`src/rtl/cnv_serial_pkg.sv`:
```
package cnv_serial_pkg;

   localparam int CMD_W   = 8;
   localparam int ADDR_W  = 6;
   localparam int DATA_W  = 32;
   localparam int FRAME_W = CMD_W + DATA_W;
   localparam int CNT_W   = $clog2(FRAME_W + 1);

   typedef struct packed {
      logic              wr;
      logic [ADDR_W-1:0] addr;
      logic [1:0]        len;
      logic [DATA_W-1:0] wdata;
   } xfer_req_t;

   // length code 0..3 -> 8..32 data bits
   function automatic logic [CNT_W-1:0] data_bits(input logic [1:0] len);
      return {({1'b0, len} + 3'd1), 3'b000};
   endfunction

   // bit 7 zero, bit 6 set for a read, bits 5:0 address
   function automatic logic [CMD_W-1:0] cmd_byte(input logic wr, input logic [ADDR_W-1:0] addr);
      return {1'b0, ~wr, addr};
   endfunction

endpackage

```
`src/rtl/cnv_bit_engine.sv`:
```
module cnv_bit_engine
   import cnv_serial_pkg::*;
#(
   parameter int unsigned DIV = 4
) (
   input  logic              clk,
   input  logic              rst_n,
   input  logic              start,
   input  xfer_req_t         req,
   input  logic              miso,
   output logic              sclk,
   output logic              mosi,
   output logic              busy,
   output logic              done,
   output logic [DATA_W-1:0] rdata
);

   localparam int unsigned HALF = DIV / 2;
   localparam int          PW   = (HALF > 1) ? $clog2(HALF) : 1;

   logic               active;
   logic               sclk_r;
   logic               done_r;
   logic [PW-1:0]      phase;
   logic [CNT_W-1:0]   bitn;
   logic [CNT_W-1:0]   total;
   logic [FRAME_W-1:0] tx;
   logic [DATA_W-1:0]  rx;
   logic               phase_end;
   logic [CNT_W-1:0]   nbits;

   assign nbits     = data_bits(req.len);
   assign phase_end = (phase == PW'(HALF - 1));

   always_ff @(posedge clk or negedge rst_n) begin
      if (!rst_n) begin
         active <= 1'b0;
         sclk_r <= 1'b1;
         done_r <= 1'b0;
         phase  <= '0;
         bitn   <= '0;
         total  <= '0;
         tx     <= '0;
         rx     <= '0;
      end else begin
         done_r <= 1'b0;
         if (!active) begin
            if (start) begin
               active <= 1'b1;
               sclk_r <= 1'b1;
               phase  <= '0;
               bitn   <= '0;
               total  <= CNT_W'(CMD_W) + nbits;
               tx     <= {cmd_byte(req.wr, req.addr),
                          req.wdata << (CNT_W'(DATA_W) - nbits)};
               rx     <= '0;
            end
         end else if (phase_end) begin
            phase <= '0;
            if (sclk_r) begin
               if (bitn == total) begin
                  active <= 1'b0;
                  done_r <= 1'b1;
               end else begin
                  sclk_r <= 1'b0;
                  if (bitn != '0) tx <= {tx[FRAME_W-2:0], 1'b0};
               end
            end else begin
               sclk_r <= 1'b1;
               bitn   <= bitn + CNT_W'(1);
               if (bitn >= CNT_W'(CMD_W)) rx <= {rx[DATA_W-2:0], miso};
            end
         end else begin
            phase <= phase + PW'(1);
         end
      end
   end

   assign sclk  = sclk_r;
   assign mosi  = active & tx[FRAME_W-1];
   assign busy  = active;
   assign done  = done_r;
   assign rdata = rx;

endmodule

```
`src/rtl/cnv_ready_watch.sv`:
```
module cnv_ready_watch (
   input  logic clk,
   input  logic rst_n,
   input  logic miso,
   input  logic mon,
   output logic evt,
   output logic pend,
   output logic ovr
);

   logic miso_q;
   logic armed;
   logic lo2;
   logic hi2;

   assign lo2 = ~miso & ~miso_q;
   assign hi2 = miso & miso_q;

   always_ff @(posedge clk or negedge rst_n) begin
      if (!rst_n) begin
         miso_q <= 1'b1;
         armed  <= 1'b0;
         pend   <= 1'b0;
         ovr    <= 1'b0;
         evt    <= 1'b0;
      end else begin
         miso_q <= miso;
         evt    <= 1'b0;
         if (!mon) begin
            armed <= 1'b0;
            pend  <= 1'b0;
         end else if (hi2) begin
            armed <= 1'b1;
            if (pend) begin
               ovr  <= 1'b1;
               pend <= 1'b0;
            end
         end else if (lo2 && armed) begin
            armed <= 1'b0;
            pend  <= 1'b1;
            evt   <= 1'b1;
         end
      end
   end

endmodule

```
`src/rtl/cnv_serial_host.sv`:
```
module cnv_serial_host
   import cnv_serial_pkg::*;
#(
   parameter int unsigned       DIV        = 4,
   parameter bit                THREE_WIRE = 1'b0,
   parameter logic [ADDR_W-1:0] AUTO_ADDR  = 6'h04,
   parameter logic [1:0]        AUTO_LEN   = 2'd2
) (
   input  logic              clk,
   input  logic              rst_n,
   input  logic              auto_rd_en,
   input  logic              req_valid,
   input  logic              req_write,
   input  logic [ADDR_W-1:0] req_addr,
   input  logic [1:0]        req_len,
   input  logic [DATA_W-1:0] req_wdata,
   output logic              req_busy,
   output logic              rsp_valid,
   output logic [DATA_W-1:0] rsp_rdata,
   output logic              auto_valid,
   output logic [DATA_W-1:0] auto_data,
   output logic              cnv_ready,
   output logic              ovr_flag,
   output logic              cs_n,
   output logic              sclk,
   output logic              mosi,
   input  logic              miso
);

   generate
      if (DIV < 2 || (DIV % 2) != 0) begin : g_bad_div
         $error("cnv_serial_host: DIV must be even and at least 2");
      end
   endgenerate

   logic              eng_busy;
   logic              eng_done;
   logic [DATA_W-1:0] eng_rdata;
   logic              start;
   logic              start_auto;
   xfer_req_t         start_req;
   logic              hold_v;
   xfer_req_t         hold_q;
   logic              cur_write;
   logic              cur_auto;
   logic              rdy_evt;
   logic              mon;

   // priority when idle: held request, new request, ready event
   always_comb begin
      start      = 1'b0;
      start_auto = 1'b0;
      start_req  = hold_q;
      if (!eng_busy) begin
         if (hold_v) begin
            start = 1'b1;
         end else if (req_valid) begin
            start           = 1'b1;
            start_req.wr    = req_write;
            start_req.addr  = req_addr;
            start_req.len   = req_len;
            start_req.wdata = req_wdata;
         end else if (rdy_evt && auto_rd_en) begin
            start           = 1'b1;
            start_auto      = 1'b1;
            start_req.wr    = 1'b0;
            start_req.addr  = AUTO_ADDR;
            start_req.len   = AUTO_LEN;
            start_req.wdata = '0;
         end
      end
   end

   generate
      if (THREE_WIRE) begin : g_cs_tied
         assign cs_n = 1'b0;
      end else begin : g_cs_driven
         assign cs_n = ~(eng_busy | auto_rd_en);
      end
   endgenerate

   assign mon      = ~cs_n & ~eng_busy & ~start;
   assign req_busy = eng_busy | hold_v;

   always_ff @(posedge clk or negedge rst_n) begin
      if (!rst_n) begin
         hold_v     <= 1'b0;
         hold_q     <= '0;
         cur_write  <= 1'b0;
         cur_auto   <= 1'b0;
         rsp_valid  <= 1'b0;
         rsp_rdata  <= '0;
         auto_valid <= 1'b0;
         auto_data  <= '0;
      end else begin
         if (!eng_busy && hold_v) begin
            hold_v <= 1'b0;
         end else if (eng_busy && req_valid && !hold_v) begin
            hold_v       <= 1'b1;
            hold_q.wr    <= req_write;
            hold_q.addr  <= req_addr;
            hold_q.len   <= req_len;
            hold_q.wdata <= req_wdata;
         end
         if (start) begin
            cur_write <= start_req.wr;
            cur_auto  <= start_auto;
         end
         rsp_valid  <= 1'b0;
         auto_valid <= 1'b0;
         if (eng_done) begin
            if (cur_auto) begin
               auto_valid <= 1'b1;
               auto_data  <= eng_rdata;
            end else begin
               rsp_valid <= 1'b1;
               rsp_rdata <= cur_write ? '0 : eng_rdata;
            end
         end
      end
   end

   cnv_bit_engine #(.DIV(DIV)) u_engine (
      .clk   (clk),
      .rst_n (rst_n),
      .start (start),
      .req   (start_req),
      .miso  (miso),
      .sclk  (sclk),
      .mosi  (mosi),
      .busy  (eng_busy),
      .done  (eng_done),
      .rdata (eng_rdata)
   );

   cnv_ready_watch u_watch (
      .clk   (clk),
      .rst_n (rst_n),
      .miso  (miso),
      .mon   (mon),
      .evt   (rdy_evt),
      .pend  (cnv_ready),
      .ovr   (ovr_flag)
   );

endmodule

```
`config.mk`:
```
export PLATFORM = sky130hd
export DESIGN_NAME = cnv_serial_host
export DESIGN_NICKNAME = d
export VERILOG_FILES = /design/src/rtl/cnv_serial_pkg.sv /design/src/rtl/cnv_bit_engine.sv /design/src/rtl/cnv_ready_watch.sv /design/src/rtl/cnv_serial_host.sv
export SDC_FILE = /design/constraint.sdc
export NUM_CORES = 1
export LEC_CHECK = 0
export ABC_AREA = 1
export BUFFER_PORTS_ARGS = -buffer_cell sky130_fd_sc_hd__buf_2
export CAP_MARGIN = 20
export CORE_MARGIN = 4
export CORE_UTILIZATION = 58
export DETAILED_ROUTE_END_ITERATION = 8
export PLACE_DENSITY_LB_ADDON = 0.15
export SKIP_LAST_GASP = 1
export SLEW_MARGIN = 15
export SYNTH_ARGS = -nofsm -noshare
export SYNTH_HDL_FRONTEND = slang
export SYNTH_SLANG_ARGS = --single-unit
```
`constraint.sdc`:
```
create_clock -name clk -period 2.8 [get_ports clk]
set_input_delay 0 -clock clk [delete_from_list [all_inputs] [get_ports clk]]
set_output_delay 0 -clock clk [all_outputs]
set_load 0.01 [all_outputs]
```
## After elaboration in Yosys (flattened, before gate mapping)

Index checks and enable logic that the tools add are counted.
Widths: inputs -> output; s select.

| operators by class | value |
|---|---|
| muxes and demuxes | 58 |
| bitwise operators | 15 |
| shift operators | 1 |
| reductions and logical operators | 19 |
| equality and inequality tests | 8 |
| $add $sub $neg | 5 |
| magnitude comparators | 1 |

Operators by type and width:

| kind | count |
|---|---|
| $mux 40 | 6 |
| $mux 32 | 6 |
| $mux 41 | 4 |
| $mux 1 | 38 |
| $shl 32x6->32 | 1 |
| $mux 6 | 4 |
| $ne 2x2->1 const B | 6 |
| $reduce_and 2->1 | 5 |
| $not 1->1 | 8 |
| $add 4x6->6 const A | 1 |
| $add 6x1->6 const B | 1 |
| $eq 6x6->1 | 1 |
| $ge 6x4->1 const B | 1 |
| $reduce_and 3->1 | 2 |
| $reduce_bool 6->1 | 1 |
| $sub 6x6->6 const A | 1 |
| $and 1x1->1 | 5 |
| $logic_and 1x1->1 | 5 |
| $reduce_and 5->1 | 1 |
| $reduce_and 4->1 | 1 |
| $reduce_bool 2->1 | 2 |
| $add 2x1->3 const B | 1 |
| $ne 3x3->1 const B | 1 |
| $logic_not 1->1 | 2 |
| 2 further kinds | 3 |

| word-level totals | value |
|---|---|
| register bits after elaboration | 203 |
| word-level logic and storage cells | 131 |
| input port bits | 46 |
| output and inout bits | 72 |

## Depth between registers and ports, before layout

| depth | value |
|---|---|
| word-level depth | 10 |
| mapped depth | 16 |
| depth with buffers taken out | 14 |

## Hierarchy

From an unflattened synthesis, not the netlist that was laid out.

| second synthesis, totals | value |
|---|---|
| cell total of the unflattened synthesis | 1242 |
| area total of the unflattened synthesis | 9621.7 sq um |

Modules (own cells, without submodules):

| module | area each (sq um) | sequential area each (sq um) | cells an instance | times used |
|---|---|---|---|---|
| cnv_serial_host | 4832.1 | 2752.6 | 573 | 1 |
| cnv_bit_engine | 4598.2 | 2128.3 | 650 | 1 |
| cnv_ready_watch | 191.4 | 126.4 | 19 | 1 |

## Least setup slack after synthesis

Ideal clock, no wire load.

| timing path | value |
|---|---|
| path type | reg-to-reg |
| start | register hold_v |
| end | register u_engine.tx[30] |
| required time | 2723 ps |
| cell stages (with the launch flop) | 17 |
| period minus slack after synthesis | 2369 ps |
| path buffers | 2 |
| library setup time | 77 ps |
| slack | 431 ps |
| data arrival time | 2292 ps |
| path through | dfrtp_1 inv_2 nand2_4 nor2_4 inv_2 clkbuf_1 o22ai_1 inv_1 ha_1 inv_1 nand2_2 nand2_4 nand2_2 buf_2 nand2_1 nand2_1 a21oi_1 |

| between the ends | value |
|---|---|
| longest elaborated chain between the ends | 7 |
| elaborated cells between the ends (all ways) | 11 |
| those cells by class | 2 x add/sub; 1 x shift; 6 x mux; 2 x reduce/logical |

RTL lines:

| what | RTL line | text |
|---|---|---|
| start, declared | cnv_serial_host.sv:42 | `logic hold_v;` |
| start signal, assigned | cnv_serial_host.sv:87 | `hold_v <= 1'b0;` |
| start signal, assigned | cnv_serial_host.sv:97 | `hold_v <= 1'b0;` |
| start signal, assigned | cnv_serial_host.sv:99 | `hold_v <= 1'b1;` |
| $mux 41 | cnv_serial_host.sv:55 | `if (hold_v) begin` |
| $mux 41 | cnv_serial_host.sv:54 | `if (!eng_busy) begin` |
| $add 2x1->3 | cnv_serial_pkg.sv:18 | `return {({1'b0, len} + 3'd1), 3'b000};` |
| $sub 6x6->6 | cnv_bit_engine.sv:55 | `req.wdata << (CNT_W'(DATA_W) - nbits)};` |
| $shl 32x6->32 | cnv_bit_engine.sv:55 |  |
| $mux 40 | cnv_bit_engine.sv:48 | `if (start) begin` |
| $mux 40 | cnv_bit_engine.sv:47 | `if (!active) begin` |
| end signal, assigned | cnv_bit_engine.sv:54 | `tx <= {cmd_byte(req.wr, req.addr),` |
| end signal, assigned | cnv_bit_engine.sv:66 | `if (bitn != '0) tx <= {tx[FRAME_W-2:0], 1'b0};` |
| end, declared | cnv_bit_engine.sv:27 | `logic [FRAME_W-1:0] tx;` |

Parallel ways exist; a longest one is shown, timed or not. The select of a mux whose other input is x is not followed.
A chain may end at the register's enable or synchronous reset.

## Worst setup path in the final report

| timing path | value |
|---|---|
| start | register hold_v |
| end | register u_engine.tx[19] |

Same word-level chain as after synthesis.

==> results.yml <==
clock_network:
  clock_latency_ps: 430
  cts_tree: "built"
  root_buffer: "clkbuf_16"
  h-tree-depth: 4
  cts_buffer_depth: 2
  cts_buffers: 17
  cts_sinks: 200
  path_clk_slew_ps: 70
  post_cts.repair.setup_buffers: 0
placement:
  hpwl_mm: 14.7
  place_inst: 1401
  preCtsSetupSlack_ps: 277
  place_congestion: 0.869
  port_buffers: 117
timing:
  report.final.setup_viol: 0
  fin_crit_sh_pct: 91.8
  tns_ps: 0
  fmax_ghz: 0.389
  hold_violations: 0
  maxSlewHeadroom_pct: 54.6
  fin_ws_ps: 231
  period_needed_ps: 2570
  rsz0062_at_grt: "false"
  worst_pin_slew_ps: 681
  clock_skew_ps: 9.80
  slew_violations: 0
synthesis:
  postSynthCellCount: 1118
  postSynthNetCount: 1168
  synth-edff-count: 0
  ys_seq_elements: 200
  ys_seq_area_share_pct: 54.0
  syn_avg_cell_area_sq_um: 8.30
  synthFlopType: "dfrtp_1"
  synth_cell_types: 36
  syn_area_sq_um: 9280
  yosys_warnings: 0
  async_flop_share_pct: 100
die:
  die-width_microns: 134
  pin_count: 118
  core-area_sq_um: 15400
  die-height_microns: 134
  initial_core_util_pct: 60.2
  rows: 45
  dieArea_sq_um: 18100
power_and_ir_drop:
  vdd.ir_drop.worst_uv: 497
  p_per_area_nw_per_um2: 535
  leakage_nw: 5.75
global_route:
  grt-ovfl-total: 0
  grt_max_degree: 83
  grt_pass1_wl_mm: 37.6
  antenna_found_initial: 0
  grt_pass1_vias: 7693
  grt_usage_pct: 25.5
critical_path:
  crit_slowest_cell: "dfrtp_1"
  cp_max_fo: 17
  rr_worst_depth: 14
  ff2ff_setup_slack_ps: 230
  path_cells: "inv_2 -> nand2_4 -> nor2_4 -> inv_2 -> o22ai_1 -> inv_1 -> ha_1 -> inv_1 -> nand2_2 -> nand2_4 -> nand2_2 -> nand2_1 -> nand2_1 -> a21oi_1"
  arrival_ps: 2880
  critPathBufInv: 4
  start_kind: "register"
  critPathKind: "reg2reg"
  required_ps: 3110
  end_kind: "register"
  crit_family: "simple AND/OR/NAND/NOR gates"
  cp.depth: 14
  cpPeakStageDelay_ps: 450
final_layout:
  layout.cells.non_filler: 1478
  areaGrowthSynthToFinish_pct: 19.0
  antenna-diode-count: 0
  finalNetCount: 1305
  layout-drive-gt1-share_pct: 16.3
route:
  wire_per_inst_microns: 14.9
  firstDrtPassIters: 5
  routed_wl_mm: 22.0
  avgViaCountPerCell: 5.34
  drc: 0
  drt_iter0_drc: 745
  vias: 7896
  final_antenna_net_count: 0
flow_run:
  drv_cap: 0
outcome:
  status: "finished, final reports clean"
min_path:
  hp-class: "in2async"
## final cells by class
| cell class | count | area, sq um |
|---|---|---|
| clock inverter | 13 | 133 |
| multi-input combinational | 749 | 3560 |
| inverter | 102 | 388 |
| fill | 1209 | 4390 |
| sequential | 200 | 5010 |
| tap | 211 | 264 |
| timing repair buffer | 185 | 1260 |
| clock buffer | 18 | 429 |
## placed cells by master, fill, tap and decap left out, drive strengths merged, types with 3 or more instances in the layout
master | synthesis | routed
nand2 | 297 | 297
o21ai | 199 | 199
dfrtp | 198 | 198
buf | 31 | 138
inv | 102 | 111
nand3 | 91 | 91
nor2 | 88 | 88
dlygate4sd3 | 0 | 46
a21oi | 23 | 23
clkbuf | 36 | 19
a21boi | 10 | 10
a31oi | 9 | 9
o22ai | 8 | 8
mux2 | 8 | 8
nor3 | 4 | 4
ha | 4 | 4
clkinv | 0 | 3
## layer usage
layer	vias to the layer above	global-route usage [%]	part of all wire, %
met5	-	0	0
met1	3701	35.7	45
met3	33	4.58	5.5
li1	3889	-	-
met2	273	41.4	48
met4	0	7.13	1.8
## cell families (layout without fill, tap and decap cells)
group | after synthesis | in the layout | share of synthesized area, %
simple gates | 482 | 482 | 22.1
mux | 8 | 8 | 0.971
compound gates | 253 | 253 | 14.4
fa+ha+maj | 4 | 4 | 0.539
flops | 200 | 200 | 54.0
xor+xnor | 2 | 2 | 0.189
buf+inv | 169 | 318 | 7.79
## registers in the layout, summed over array words and instances (netlist names), 3 cells and up
signal and count:
hold_q 41, u_engine.tx 40, auto_data 32, rsp_rdata 32
u_engine.rdata 32, u_engine.bitn 6, u_engine.total 3
## synthesized netlist by cell type, types with 5 or more instances
| cell | n | share of area, % |
|---|---|---|
| nand2_1 | 287 | 12 |
| dfrtp_1 | 198 | 53 |
| o21ai_0 | 181 | 9.8 |
| inv_1 | 96 | 3.9 |
| nand3_1 | 90 | 4.9 |
| nor2_1 | 83 | 3.4 |
| clkbuf_1 | 36 | 1.5 |
| a21oi_1 | 23 | 1.2 |
| o21ai_1 | 17 | 0.92 |
| buf_2 | 16 | 0.86 |
| a21boi_0 | 10 | 0.81 |
| a31oi_1 | 9 | 0.61 |
| mux2_2 | 8 | 0.97 |
| o22ai_1 | 8 | 0.54 |
| nand2_4 | 7 | 0.85 |
| buf_1 | 6 | 0.24 |
| buf_6 | 6 | 0.73 |
| inv_2 | 5 | 0.20 |
## repair_timing
action	in CTS	in global routing
setup endpoints to repair	0	1
hold buffers	46	0
gates resized for setup	0	1
hold endpoints to repair	129	0
## metrics by stage
step | total power, mW | cell area, sq um | hold WS [ps] | util, %
floorplan | 3.33 | 9280 | -296 | -
global placement | 3.50 | 10000 | 98.8 | 64.9
detailed placement | 3.51 | 10000 | 94.9 | 64.9
CTS | 5.93 | 11000 | 199 | 71.5
global route | 6.14 | 11000 | 221 | 71.6
finish | 5.90 | 11000 | 157 | 71.6
## worst register-to-register path: stages (launching register included)
cell	delay (ps)
dfrtp_1	450
inv_2	150
nand2_4	100
nor2_4	130
inv_2	50
o22ai_1	150
inv_1	80
ha_1	350
inv_1	80
nand2_2	250
nand2_4	180
nand2_2	260
nand2_1	80
nand2_1	80
a21oi_1	60
## path summary, 6_finish.rpt
check / from / end
min in group clk: miso / u_watch.miso_q$_DFF_PN1_
max in group asynchronous: rst_n / hold_q[12]$_DFFE_PN0P_
worst max-delay path: hold_v$_DFFE_PN0P_ / u_engine.tx[19]$_DFFE_PN0P_
worst max register to register: hold_v$_DFFE_PN0P_ / u_engine.tx[19]$_DFFE_PN0P_
worst min-delay path: rst_n / auto_data[9]$_DFFE_PN0P_
worst min register to register: u_watch.ovr$_DFFE_PN0P_ / u_watch.ovr$_DFFE_PN0P_
## power by group
group / switching, mW / total, mW / internal [mW]
combinational: 0.317 / 0.509 / 0.191
clock: 1.14 / 2.40 / 1.25
sequential: 0.0400 / 3.00 / 2.96
(Power assumes the default switching activity.)
